<file path="src/rtl/cfgm_pkg.sv">
// Package: shared types for the passive serial configuration master.
// Assumes: nothing beyond IEEE 1800-2017 enums.
package cfgm_pkg;

    // Sequencer states of the configuration master.
    typedef enum logic [2:0] {
        ST_IDLE      = 3'd0,
        ST_RSTLOW    = 3'd1,
        ST_STATWAIT  = 3'd2,
        ST_LOAD      = 3'd3,
        ST_SHIFT     = 3'd4,
        ST_BYTECHK   = 3'd5,
        ST_CDONEWAIT = 3'd6
    } cfgm_state_e;

    // Result codes reported when a sequence ends.
    typedef enum logic [1:0] {
        ERR_NONE     = 2'd0,
        ERR_STAT_TO  = 2'd1,
        ERR_STAT_LOW = 2'd2,
        ERR_CDONE_TO = 2'd3
    } cfgm_err_e;

endpackage

</file>
<file path="src/rtl/cfgm_sync2.sv">
// Module: two-flop synchroniser, one chain per bit.
// Assumes: inputs are level signals that stay put for several cycles;
// outputs reset to zero.
module cfgm_sync2 #(
    parameter int W = 2
) (
    input  logic         clk,
    input  logic         rst_n,
    input  logic [W-1:0] async_i,
    output logic [W-1:0] sync_o
);

    genvar gi;
    generate
        for (gi = 0; gi < W; gi++) begin : g_chain
            logic meta_q;
            logic stab_q;
            // Purpose: move one asynchronous bit into the clock domain.
            always_ff @(posedge clk) begin
                if (!rst_n) begin
                    meta_q <= 1'b0;
                    stab_q <= 1'b0;
                end else begin
                    meta_q <= async_i[gi];
                    stab_q <= meta_q;
                end
            end
            assign sync_o[gi] = stab_q;
        end
    endgenerate

endmodule

</file>
<file path="src/rtl/cfgm_tick.sv">
// Module: half-period tick generator for the serial clock.
// Assumes: HALF >= 1. While en_i is high, tick_o pulses once every
// HALF cycles. The count restarts whenever en_i is low.
module cfgm_tick #(
    parameter int HALF = 3
) (
    input  logic clk,
    input  logic rst_n,
    input  logic en_i,
    output logic tick_o
);

    localparam int CW = (HALF > 1) ? $clog2(HALF) : 1;
    localparam logic [CW-1:0] LAST = CW'(HALF - 1);

    logic [CW-1:0] cnt_q;

    assign tick_o = en_i && (cnt_q == LAST);

    // Purpose: count cycles within one half period of the serial clock.
    always_ff @(posedge clk) begin
        if (!rst_n) begin
            cnt_q <= '0;
        end else if (!en_i || tick_o) begin
            cnt_q <= '0;
        end else begin
            cnt_q <= cnt_q + 1'b1;
        end
    end

    assert_tick_bound_R4: assert property (@(posedge clk) disable iff (!rst_n)
        cnt_q <= LAST);

endmodule

</file>
<file path="src/rtl/cfgm_serializer.sv">
// Module: byte serialiser for the passive serial link.
// Assumes: load_i is only asserted while busy_o is low. Bits leave LSB
// first. Each bit is presented with the clock low for HALF cycles, then
// the clock is high for HALF cycles. fin_o pulses once after the high
// phase of the last bit.
module cfgm_serializer #(
    parameter int HALF = 3,
    parameter int BW   = 8
) (
    input  logic          clk,
    input  logic          rst_n,
    input  logic          load_i,
    input  logic [BW-1:0] data_i,
    output logic          sclk_o,
    output logic          sdat_o,
    output logic          busy_o,
    output logic          fin_o
);

    localparam int IW = (BW > 1) ? $clog2(BW) : 1;
    localparam logic [IW-1:0] LAST_BIT = IW'(BW - 1);

    logic [BW-1:0] shreg_q;
    logic [IW-1:0] bit_idx_q;
    logic          active_q;
    logic          sclk_q;
    logic          sdat_q;
    logic          fin_q;
    logic          tick;

    cfgm_tick #(.HALF(HALF)) u_tick (
        .clk    (clk),
        .rst_n  (rst_n),
        .en_i   (active_q),
        .tick_o (tick)
    );

    // Purpose: walk each bit through its low and high clock phases.
    always_ff @(posedge clk) begin
        if (!rst_n) begin
            shreg_q   <= '0;
            bit_idx_q <= '0;
            active_q  <= 1'b0;
            sclk_q    <= 1'b0;
            sdat_q    <= 1'b0;
            fin_q     <= 1'b0;
        end else begin
            fin_q <= 1'b0;
            if (load_i && !active_q) begin
                active_q  <= 1'b1;
                sclk_q    <= 1'b0;
                sdat_q    <= data_i[0];
                shreg_q   <= data_i >> 1;
                bit_idx_q <= '0;
            end else if (active_q && tick) begin
                if (!sclk_q) begin
                    sclk_q <= 1'b1;
                end else begin
                    sclk_q <= 1'b0;
                    if (bit_idx_q == LAST_BIT) begin
                        active_q <= 1'b0;
                        fin_q    <= 1'b1;
                    end else begin
                        bit_idx_q <= bit_idx_q + 1'b1;
                        sdat_q    <= shreg_q[0];
                        shreg_q   <= shreg_q >> 1;
                    end
                end
            end
        end
    end

    assign sclk_o = sclk_q;
    assign sdat_o = sdat_q;
    assign busy_o = active_q;
    assign fin_o  = fin_q;

    // data may not move while the device can be sampling it.
    assert_dat_hold_R4: assert property (@(posedge clk) disable iff (!rst_n)
        (sclk_q && $past(sclk_q)) |-> $stable(sdat_q));

    // the finish pulse is a single cycle wide and ends the byte.
    assert_fin_single_R3: assert property (@(posedge clk) disable iff (!rst_n)
        fin_q |-> (!active_q && !sclk_q));

endmodule

</file>
<file path="src/rtl/ps_cfg_master.sv">
// Module: passive serial configuration master (top).
// Assumes: stat_ok_i and cfg_done_i are asynchronous levels driven by the
// device. Bytes arrive on a valid/ready source, with in_last_i marking the
// final byte. Timeouts are counted in system clock cycles.
module ps_cfg_master
    import cfgm_pkg::*;
#(
    parameter int CLK_HALF       = 3,
    parameter int RST_LOW_CYC    = 8,
    parameter int STAT_POLL_MAX  = 30000,
    parameter int CDONE_WAIT_MAX = 50000
) (
    input  logic       clk,
    input  logic       rst_n,
    input  logic       start_i,
    input  logic       in_valid_i,
    input  logic [7:0] in_data_i,
    input  logic       in_last_i,
    output logic       in_ready_o,
    output logic       tgt_cfg_n_o,
    output logic       ser_clk_o,
    output logic       ser_dat_o,
    input  logic       stat_ok_i,
    input  logic       cfg_done_i,
    output logic       busy_o,
    output logic       done_o,
    output logic       err_o,
    output logic [1:0] err_code_o
);

    localparam int T_A  = (STAT_POLL_MAX > CDONE_WAIT_MAX) ? STAT_POLL_MAX : CDONE_WAIT_MAX;
    localparam int TMAX = (T_A > RST_LOW_CYC) ? T_A : RST_LOW_CYC;
    localparam int TW   = $clog2(TMAX + 1);
    localparam logic [TW-1:0] RST_LAST   = TW'(RST_LOW_CYC - 1);
    localparam logic [TW-1:0] STAT_LAST  = TW'(STAT_POLL_MAX - 1);
    localparam logic [TW-1:0] CDONE_LAST = TW'(CDONE_WAIT_MAX - 1);

    cfgm_state_e   state_q;
    cfgm_err_e     code_q;
    logic [TW-1:0] timer_q;
    logic          last_q;
    logic          cfg_n_q;
    logic          done_q;
    logic          stat_s;
    logic          cdone_s;
    logic          ser_load;
    logic          ser_busy;
    logic          ser_fin;

    cfgm_sync2 #(.W(2)) u_sync (
        .clk     (clk),
        .rst_n   (rst_n),
        .async_i ({stat_ok_i, cfg_done_i}),
        .sync_o  ({stat_s, cdone_s})
    );

    assign in_ready_o = (state_q == ST_LOAD);
    assign ser_load   = in_ready_o && in_valid_i;

    cfgm_serializer #(.HALF(CLK_HALF), .BW(8)) u_ser (
        .clk    (clk),
        .rst_n  (rst_n),
        .load_i (ser_load),
        .data_i (in_data_i),
        .sclk_o (ser_clk_o),
        .sdat_o (ser_dat_o),
        .busy_o (ser_busy),
        .fin_o  (ser_fin)
    );

    // Purpose: sequence reset pulse, handshakes, byte loop and result.
    always_ff @(posedge clk) begin
        if (!rst_n) begin
            state_q <= ST_IDLE;
            code_q  <= ERR_NONE;
            timer_q <= '0;
            last_q  <= 1'b0;
            cfg_n_q <= 1'b1;
            done_q  <= 1'b0;
        end else begin
            case (state_q)
                ST_IDLE: begin
                    if (start_i) begin
                        state_q <= ST_RSTLOW;
                        timer_q <= '0;
                        cfg_n_q <= 1'b0;
                        done_q  <= 1'b0;
                        code_q  <= ERR_NONE;
                    end
                end
                ST_RSTLOW: begin
                    if (timer_q == RST_LAST) begin
                        state_q <= ST_STATWAIT;
                        timer_q <= '0;
                        cfg_n_q <= 1'b1;
                    end else begin
                        timer_q <= timer_q + 1'b1;
                    end
                end
                ST_STATWAIT: begin
                    if (stat_s) begin
                        state_q <= ST_LOAD;
                    end else if (timer_q == STAT_LAST) begin
                        state_q <= ST_IDLE;
                        code_q  <= ERR_STAT_TO;
                    end else begin
                        timer_q <= timer_q + 1'b1;
                    end
                end
                ST_LOAD: begin
                    if (in_valid_i) begin
                        last_q  <= in_last_i;
                        state_q <= ST_SHIFT;
                    end
                end
                ST_SHIFT: begin
                    if (ser_fin) begin
                        state_q <= ST_BYTECHK;
                    end
                end
                ST_BYTECHK: begin
                    if (!stat_s) begin
                        state_q <= ST_IDLE;
                        code_q  <= ERR_STAT_LOW;
                    end else if (last_q) begin
                        state_q <= ST_CDONEWAIT;
                        timer_q <= '0;
                    end else begin
                        state_q <= ST_LOAD;
                    end
                end
                ST_CDONEWAIT: begin
                    if (cdone_s) begin
                        state_q <= ST_IDLE;
                        done_q  <= 1'b1;
                    end else if (timer_q == CDONE_LAST) begin
                        state_q <= ST_IDLE;
                        code_q  <= ERR_CDONE_TO;
                    end else begin
                        timer_q <= timer_q + 1'b1;
                    end
                end
                default: begin
                    state_q <= ST_IDLE;
                end
            endcase
        end
    end

    assign tgt_cfg_n_o = cfg_n_q;
    assign busy_o      = (state_q != ST_IDLE);
    assign done_o      = done_q;
    assign err_o       = (code_q != ERR_NONE);
    assign err_code_o  = code_q;

    // idle pin levels.
    assert_idle_pins_R10: assert property (@(posedge clk) disable iff (!rst_n)
        (state_q == ST_IDLE) |-> (tgt_cfg_n_o && !ser_clk_o && !in_ready_o));

    // a byte is only offered a slot while the serialiser is free.
    assert_ready_free_R11: assert property (@(posedge clk) disable iff (!rst_n)
        in_ready_o |-> !ser_busy);

    // the status poll counter never passes its limit.
    assert_poll_bound_R5: assert property (@(posedge clk) disable iff (!rst_n)
        (state_q == ST_STATWAIT) |-> (timer_q < TW'(STAT_POLL_MAX)));

    // a low status seen at the byte check ends with code 2.
    assert_stat_low_R6: assert property (@(posedge clk) disable iff (!rst_n)
        (state_q == ST_BYTECHK && !stat_s) |=> (err_code_o == 2'd2 && !busy_o));

    // results hold until a start arrives.
    assert_done_hold_R8: assert property (@(posedge clk) disable iff (!rst_n)
        (done_o && !start_i) |=> done_o);
    assert_code_hold_R8: assert property (@(posedge clk) disable iff (!rst_n)
        (err_o && !start_i) |=> $stable(err_code_o));

    // start during a running transfer never re-asserts the request.
    assert_start_busy_R9: assert property (@(posedge clk) disable iff (!rst_n)
        (busy_o && state_q != ST_RSTLOW && start_i) |=> tgt_cfg_n_o);

endmodule

</file>
<file path="config.mk">
export PLATFORM = sky130hd
export DESIGN_NAME = ps_cfg_master
export DESIGN_NICKNAME = d
export VERILOG_FILES = /design/src/rtl/cfgm_pkg.sv /design/src/rtl/cfgm_sync2.sv /design/src/rtl/cfgm_tick.sv /design/src/rtl/cfgm_serializer.sv /design/src/rtl/ps_cfg_master.sv
export SDC_FILE = /design/constraint.sdc
export NUM_CORES = 1
export LEC_CHECK = 0
export ABC_AREA = 1
export ABC_CLOCK_PERIOD_IN_PS = 2200
export BUFFER_PORTS_ARGS = -buffer_cell sky130_fd_sc_hd__buf_4
export CORE_UTILIZATION = 59
export CTS_BUF_LIST = sky130_fd_sc_hd__clkbuf_8 sky130_fd_sc_hd__clkbuf_16
export CTS_CLUSTER_SIZE = 14
export DETAILED_ROUTE_END_ITERATION = 7
export PLACE_DENSITY = 0.79
export SLEW_MARGIN = 20
export SYNTH_ARGS = -nofsm -noshare
export SYNTH_HDL_FRONTEND = slang
export SYNTH_SLANG_ARGS = --single-unit
</file>
<file path="constraint.sdc">
create_clock -name clk -period 2.2 [get_ports clk]
set_input_delay 0.33 -clock clk [delete_from_list [all_inputs] [get_ports clk]]
set_output_delay 0.33 -clock clk [all_outputs]
set_load 0.01 [all_outputs]
</file>
==> reports/qor.csv, run 1 <==
metric;value;unit
min_path_type;primary input to flop;
worst-path-stages;8;
synthSimpleGateAreaFrac;0.407;
final_area;2820;µm²
p_leak;1.17;nW
crit_type;flop to flop;
powerDensity;931;nW/µm²
synthMuxAreaShare;0;
cts-resized-gates;0;
cts_tree;built;
worstSetupStartpointType;flop;
fp.dieW;67.7;µm
holdWs;0.211;ns
yosys.area_share.adder;0.0196;
r2r_cells;8;
gp_congestion;0.891;
status;finished, final reports clean;
clock_latency;0.30;ns
fin_total_pwr;0.00263;W
synth_ff_type;dfxtp_1;
routed_via_density;5.21;
cp_top_family;simple AND/OR/NAND/NOR gates;
postCtsHoldBufs;0;
synth_top_area_frac;0.345;
synthArstFlopShare;0;
post_dp_cell_area;2730;µm²
period_needed;1.83;ns
grt_use_met2;0.431;
htreeDepth;2;
dp_hpwl;3910;µm
dr.first_iter.drc_count;204;
peakVddDrop;0.000584;V
path_buf_inv;0;
use_met3;0.0473;
crit_start;timer_q[0]$_SDFFE_PN0P_;
dieArea;4590;µm²
synth_cell_types;32;
antenna_found_initial;0;
final-setup-viol-count;0;
cts_buffers;5;
critical_path.slowest_cell;dfxtp_1;
finClkSkew;0.00873;ns
drive_gt1_frac;0.117;
cts_root_buf;clkbuf_8;
timing.rr.start;timer_q[0]$_SDFFE_PN0P_;
synth_area;2550;µm²
die_y;67.7;µm
synth_nets;426;
ant_nets;0;
synth_edf_count;0;
tightest_slew;0.499;ns
grt_busiest_layer;met2;
boundaryPins;24;
grt_pass1_wl;9100;µm
row_count;23;
hold_violations;0;
grt_pass1_vias;2137;
drc;0;
critPathRequiredTime;2.43;ns
postCtsSetupBuffers;0;
area_delta_synth_final;10.7;%
fin_setup_tns;0;ns
synth_top_family_by_area;simple AND/OR/NAND/NOR gates;
port_buffers;23;
vias;2492;
synth_seq_area_share;0.345;
grt_setup_unrepaired;no;
synthTopCellsByArea;dfxtp_1 35%, nand2_1 21%, nor2_1 7.7%, a21oi_1 6.9%, inv_1 4.9%;
yosys_warnings;0;
grt-ovfl-total;0;
cts_buffer_depth;2;
fmax;0.547;GHz
yosysTopAreaCell;dfxtp_1;
synthXorXnorAreaFrac;0.0240;
maxSlewViolCount;0;
max_stage_delay;0.35;ns
grt_use_total;0.259;
syn_avg_cell_area;6.27;µm²
finalNetCount;446;
firstDrtPassIters;4;
r2r_end;timer_q[8]$_SDFFE_PN0P_;
ys_seq_elements;44;
cap_viol_max_count;0;
antenna_cells;0;
slew_headroom;0.667;
arrival;2.06;ns
core_region_area;4090;µm²
utilization;0.691;
cp_max_fo;16;
start_util;0.624;
grt_max_degree;25;
avgRoutedWirePerCell;11.3;µm
synth_compound_area_frac;0.121;
endpoint_kind;flop;
drt-total-wl;5390;µm
clk_pin_slew;0.08;ns
cp-endpoint;timer_q[8]$_SDFFE_PN0P_;
synth_cells;407;
grt_use_met1;0.330;
cp_cell_sequence;ha_1 > nand3_1 > nor2_1 > nand3_1 > nand2_1 > nor2_4 > nand2_1 > a21oi_1;
numClockSinks;44;
finalCritPeriodShare;0.831;
regToRegSetupSlack;0.37;ns
-- metal layers --
layer  share of wire  routed length [µm]
met1            0.48                2590
met2            0.46                2470
met3           0.052                 281
met4          0.0082                  44
met5               0                   0
-- Yosys cell counts (3+ instances only) --
cell / n
clkbuf_1: 4
nand4_1: 5
nand2_4: 3
nand3_1: 18
nand2_1: 140
xor2_1: 4
o21ai_0: 12
inv_1: 33
nor3_1: 10
ha_1: 4
buf_2: 4
xnor2_1: 3
inv_2: 4
a31oi_1: 7
nand3b_1: 3
nor2_2: 3
dfxtp_1: 44
nand2_2: 3
nor2_1: 52
a21oi_1: 35
-- cell families (layout without fill, tap and decap cells) --
group	after synthesis	count (layout)
simple gates	243	243
buf+inv	51	72
flops	44	44
fa+ha+maj	4	4
compound gates	58	58
xor+xnor	7	7
-- tightest hold or removal path, stage by stage --
cell,delay [ns]
buf_4,0.08
nand2_1,0.04
inv_1,0.04
-- how the worst min path moves through the flow --
stage / startpoint / endpoint / cells past startpoint
2_1_floorplan: u_sync.g_chain[0].meta_q$_SDFF_PN0_ / u_sync.g_chain[0].stab_q$_SDFF_PN0_ / 2
3_3_place_gp: u_sync.g_chain[0].meta_q$_SDFF_PN0_ / u_sync.g_chain[0].stab_q$_SDFF_PN0_ / 2
3_5_place_dp: u_sync.g_chain[1].meta_q$_SDFF_PN0_ / u_sync.g_chain[1].stab_q$_SDFF_PN0_ / 2
4_1_cts: stat_ok_i / u_sync.g_chain[1].meta_q$_SDFF_PN0_ / 3
5_1_grt: stat_ok_i / u_sync.g_chain[1].meta_q$_SDFF_PN0_ / 3
6_report: stat_ok_i / u_sync.g_chain[1].meta_q$_SDFF_PN0_ / 3
-- through the flow --
| stage | worst slack (ns) | instances |
|---|---|---|
| after floorplan | 0.666 | 407 |
| after global placement | 0.457 | 470 |
| after detailed placement | 0.398 | 470 |
| after CTS | 0.371 | 478 |
| after global routing | 0.162 | 478 |
| final | 0.371 | 478 |
-- cells in the final DEF (no fill, tap or decap), types with 2 or more instances in the layout --
cell type and instances:
buf_4 25, clkbuf_8 5, clkinv_1 2, nand3_2 2, inv_2 4, xnor2_1 3, dfxtp_1 44, nand2_1 140
or2_2 2, inv_1 34, nor3_1 10, nand2_4 3, nor2_1 52, o21ai_0 12, nor2_2 3, a31oi_1 7
nand2_2 3, nand3b_1 3, nand3_1 18, a21oi_1 35, xor2_1 4, ha_1 4, nand4_1 5
-- flip-flops by register name, indices dropped and copies added, names as in the netlist --
register and cells:
u_sync.g_chain.meta_q 2, u_sync.g_chain.stab_q 2, u_ser.bit_idx_q 3, tgt_cfg_n_o 1, u_ser.fin_o 1, u_ser.sclk_o 1, err_code_o 2, state_q 3
done_o 1, u_ser.u_tick.cnt_q 2, timer_q 16, u_ser.sdat_o 1, u_ser.busy_o 1, u_ser.shreg_q 7, last_q 1
-- final cells by class --
cell class | instances | area, µm²
multi-input combinational | 312 | 1460
fill | 393 | 1260
clock buffer | 5 | 68.8
sequential | 44 | 881
clock inverter | 3 | 20.0
timing repair buffer | 25 | 188
tap | 50 | 62.6
inverter | 39 | 146
-- report_power, final --
group	switching, W	leakage, nW	total [W]	internal [W]
clock network	0.000287	0.0455	0.000508	0.000221
logic	0.000784	0.767	0.00116	0.000377
registers	0.0000834	0.357	0.000959	0.000875
(Power assumes the default switching activity.)
==> run 2, diff against run 1 <==
--- a/config.mk
+++ b/config.mk
@@ -5,10 +5,10 @@
 export SDC_FILE = /design/constraint.sdc
 export NUM_CORES = 1
 export LEC_CHECK = 0
-export ABC_AREA = 1
-export ABC_CLOCK_PERIOD_IN_PS = 2200
+export ABC_AREA = 0
+export ABC_CLOCK_PERIOD_IN_PS = 1700
 export BUFFER_PORTS_ARGS = -buffer_cell sky130_fd_sc_hd__buf_4
-export CORE_UTILIZATION = 59
+export CORE_UTILIZATION = 58
 export CTS_BUF_LIST = sky130_fd_sc_hd__clkbuf_8 sky130_fd_sc_hd__clkbuf_16
 export CTS_CLUSTER_SIZE = 14
 export DETAILED_ROUTE_END_ITERATION = 7
==> constraint.sdc (replaced) <==
create_clock -name clk -period 1.7 [get_ports clk]
set_input_delay 0.255 -clock clk [delete_from_list [all_inputs] [get_ports clk]]
set_output_delay 0.255 -clock clk [all_outputs]
set_load 0.01 [all_outputs]
==> run 2 against run 1 <==
Net effect:
- the run now ends with setup timing left
- via count grew 5.3%
- final cell count down 17%
- clock skew rose by 0.0041 ns
- largest cell class unchanged
- highest routed layer unchanged
==> reports/qor.csv, run 2 <==
metric;value;unit;change
status;finished with violations;;
violations;setup timing;;
cp_max_fo;3;;-13
setup_slack;-0.429;ns;-0.800 ns
gp_congestion;0.892;;+0.17%
synth_ff_type;dfxtp_1;;
critPathRequiredTime;1.91;ns;-0.52 ns
yosys_warnings;0;;unchanged
synthSimpleGateAreaFrac;0.289;;-0.118
yosys.area_share.adder;0.0217;;+0.00211
dp_hpwl;4280;µm;+9.5%
start_util;0.615;;-0.00903
synth_cell_types;56;;+75%
synth_top_area_frac;0.383;;+0.0372
tightest_slew;0.606;ns;+0.107 ns
yosysTopAreaCell;dfxtp_1;;
crit_type;flop to flop;;
ys_seq_elements;44;;unchanged
synthMuxAreaShare;0.0261;;+0.0261
final_common_cell;buf_4;;
worstSetupStartpointType;flop;;
synth_area;2300;µm²;-9.7%
port_buffers;23;;unchanged
postCtsHoldBufs;0;;unchanged
numClockSinks;44;;unchanged
yosys-top-cells-count;44 x dfxtp_1, 28 x nand2_1, 24 x nor2_1, 12 x a21oi_1, 10 x nand3_1;;
synth_edf_count;0;;unchanged
final_cell_mix;86 x buf_4, 37 x dfxtp_1, 26 x nand2_1;;
firstDrtPassIters;8;;+4
min_path_type;primary input to flop;;
cp_cell_sequence;ha_4 > or4bb_4 > nor4_4 > a31oi_1 > nor4_4 > o221ai_1 > o211a_1;;
grt_max_degree;27;;+8.0%
synth_top_family_by_area;simple AND/OR/NAND/NOR gates;;
reg_top3;timer_q (16), u_ser.shreg_q (7);;
grt_pass1_vias;2354;;+10%
fp.dieW;65;µm;-4.0%
finClkSkew;0.0129;ns;+0.00414 ns
die_y;65;µm;-4.0%
area_delta_synth_final;43.7;%;
p_leak;1.30;nW;+11%
grt_use_total;0.335;;+0.0756
dp_cells;387;;-18%
max_stage_delay;0.48;ns;+0.13 ns
dr.first_iter.drc_count;349;;+71%
core_region_area;3740;µm²;-8.4%
stdcell_count;399;;-17%
routed_via_density;6.58;;+26%
grt_setup_unrepaired;yes;;
ant_nets;0;;unchanged
path_common_cell;nor4_4;;
fin_total_pwr;0.00216;W;-18%
drc;0;;unchanged
fmax;0.470;GHz;-14%
final_area;3310;µm²;+17%
endpoint_kind;flop;;
synth_seq_area_share;0.383;;+0.0372
peakVddDrop;0.000577;V;-1.1%
finalCritPeriodShare;1.25;;+0.421
arrival;2.34;ns;+0.28 ns
synth_compound_area_frac;0.205;;+0.0842
period_needed;2.13;ns;+0.300 ns
cap_viol_max_count;0;;unchanged
maxSlewViolCount;0;;unchanged
synth_nets;282;;-34%
critical_path.slowest_cell;or4bb_4;;
htreeDepth;2;;unchanged
cts_tree;built;;
yosysMostFrequentCell;dfxtp_1;;
dieArea;4230;µm²;-7.9%
post_dp_cell_area;3010;µm²;+10%
largest_reg_flops;16;;unchanged
slew_headroom;0.595;;-0.0722
powerDensity;652;nW/µm²;-30%
cts_root_buf;clkbuf_8;;
antenna_found_initial;0;;unchanged
cts_buffers;5;;unchanged
drive_gt1_frac;0.422;;+0.305
avgRoutedWirePerCell;20.4;µm;+81%
hold_violations;0;;unchanged
grt_pass1_wl;10600;µm;+17%
clk_pin_slew;0.09;ns;about the same
grt-ovfl-total;0;;unchanged
antenna_cells;0;;unchanged
cts_buffer_depth;2;;unchanged
syn_avg_cell_area;8.75;µm²;+40%
synthTopCellsByArea;dfxtp_1 38%, nand2_1 4.6%, nor2_1 3.9%, a21oi_1 2.6%, mux2i_1 2.6%;;
vias;2624;;+5.3%
finalNetCount;369;;-17%
clock_latency;0.31;ns;about the same
drt-total-wl;8160;µm;+51%
row_count;22;;-4.3%
synthXorXnorAreaFrac;0.0342;;+0.0102
final-setup-viol-count;22;;+22
largest_register;timer_q;;
synthArstFlopShare;0;;unchanged
boundaryPins;24;;unchanged
synth_cells;263;;-35%
[run 2: per-layer routing]
layer / GRT usage / up-vias / wire (µm)
li1: - / 1143 / -
met1: 0.396 / 1218 / 3000
met2: 0.546 / 205 / 3950
met3: 0.0880 / 58 / 778
met4: 0.183 / 0 / 435
met5: 0 / - / 0
[run 2: worst max-delay path: cells and delay by family, from the launching register on]
kind	cells	cell delay, ns
simple gates	3	1.00
fa+ha+maj	1	0.14
compound gates	3	0.52
flops	1	0.36
[run 2: cells by family (layout without fill, tap and decap cells)]
| kind of cell | count (synthesis) | after routing |
|---|---|---|
| multiplexers | 6 | 6 |
| AND/OR/NAND/NOR | 117 | 117 |
| flip-flops | 44 | 44 |
| buffers and inverters | 20 | 108 |
| AO/OA/AOI/OAI | 63 | 63 |
| XOR/XNOR | 9 | 9 |
| adder cells (fa/ha/maj) | 4 | 4 |
[run 2: worst paths after layout]
path / startpoint / to / slack, ns / cells past startpoint
max: timer_q[1]$_SDFFE_PN0P_ / state_q[0]$_SDFFE_PN0P_ / -0.43 / 7
min reg2reg: u_sync.g_chain[0].meta_q$_SDFF_PN0_ / u_sync.g_chain[0].stab_q$_SDFF_PN0_ / 0.45 / 1
max reg2reg: timer_q[1]$_SDFFE_PN0P_ / state_q[0]$_SDFFE_PN0P_ / -0.43 / 7
min: cfg_done_i / u_sync.g_chain[0].meta_q$_SDFF_PN0_ / 0.16 / 2
[run 2: metrics by stage]
stage	utilization	hold slack, ns	setup TNS [ns]	worst slack (ns)
2_1_floorplan	-	0.382	-4.73	-0.326
3_3_place_gp	0.805	0.412	-5.54	-0.304
3_5_place_dp	0.805	0.423	-6.35	-0.333
4_1_cts	0.854	0.152	-6.29	-0.388
5_1_grt	0.884	0.160	-9.47	-0.518
6_report	0.884	0.161	-7.91	-0.429
[run 2: area by class of cell]
type / count / area (µm²)
Multi-Input combinational cell: 199 / 1490
Clock inverter: 3 / 46.3
Clock buffer: 5 / 68.8
Tap cell: 48 / 60.1
Timing Repair Buffer: 93 / 724
Sequential cell: 44 / 895
Fill cell: 176 / 435
Inverter: 7 / 26.3
[run 2: repair_timing]
item	in CTS	in global routing
pin swaps	4	7
gates resized for setup	13	24
setup endpoints to repair	35	36
setup buffers	1	3
[run 2: power by group]
group          internal, W  switching (W)  total, W
registers          0.00104      0.0000156   0.00106
clock network     0.000443       0.000413  0.000856
logic             0.000119       0.000124  0.000244
total              0.00160       0.000552   0.00216
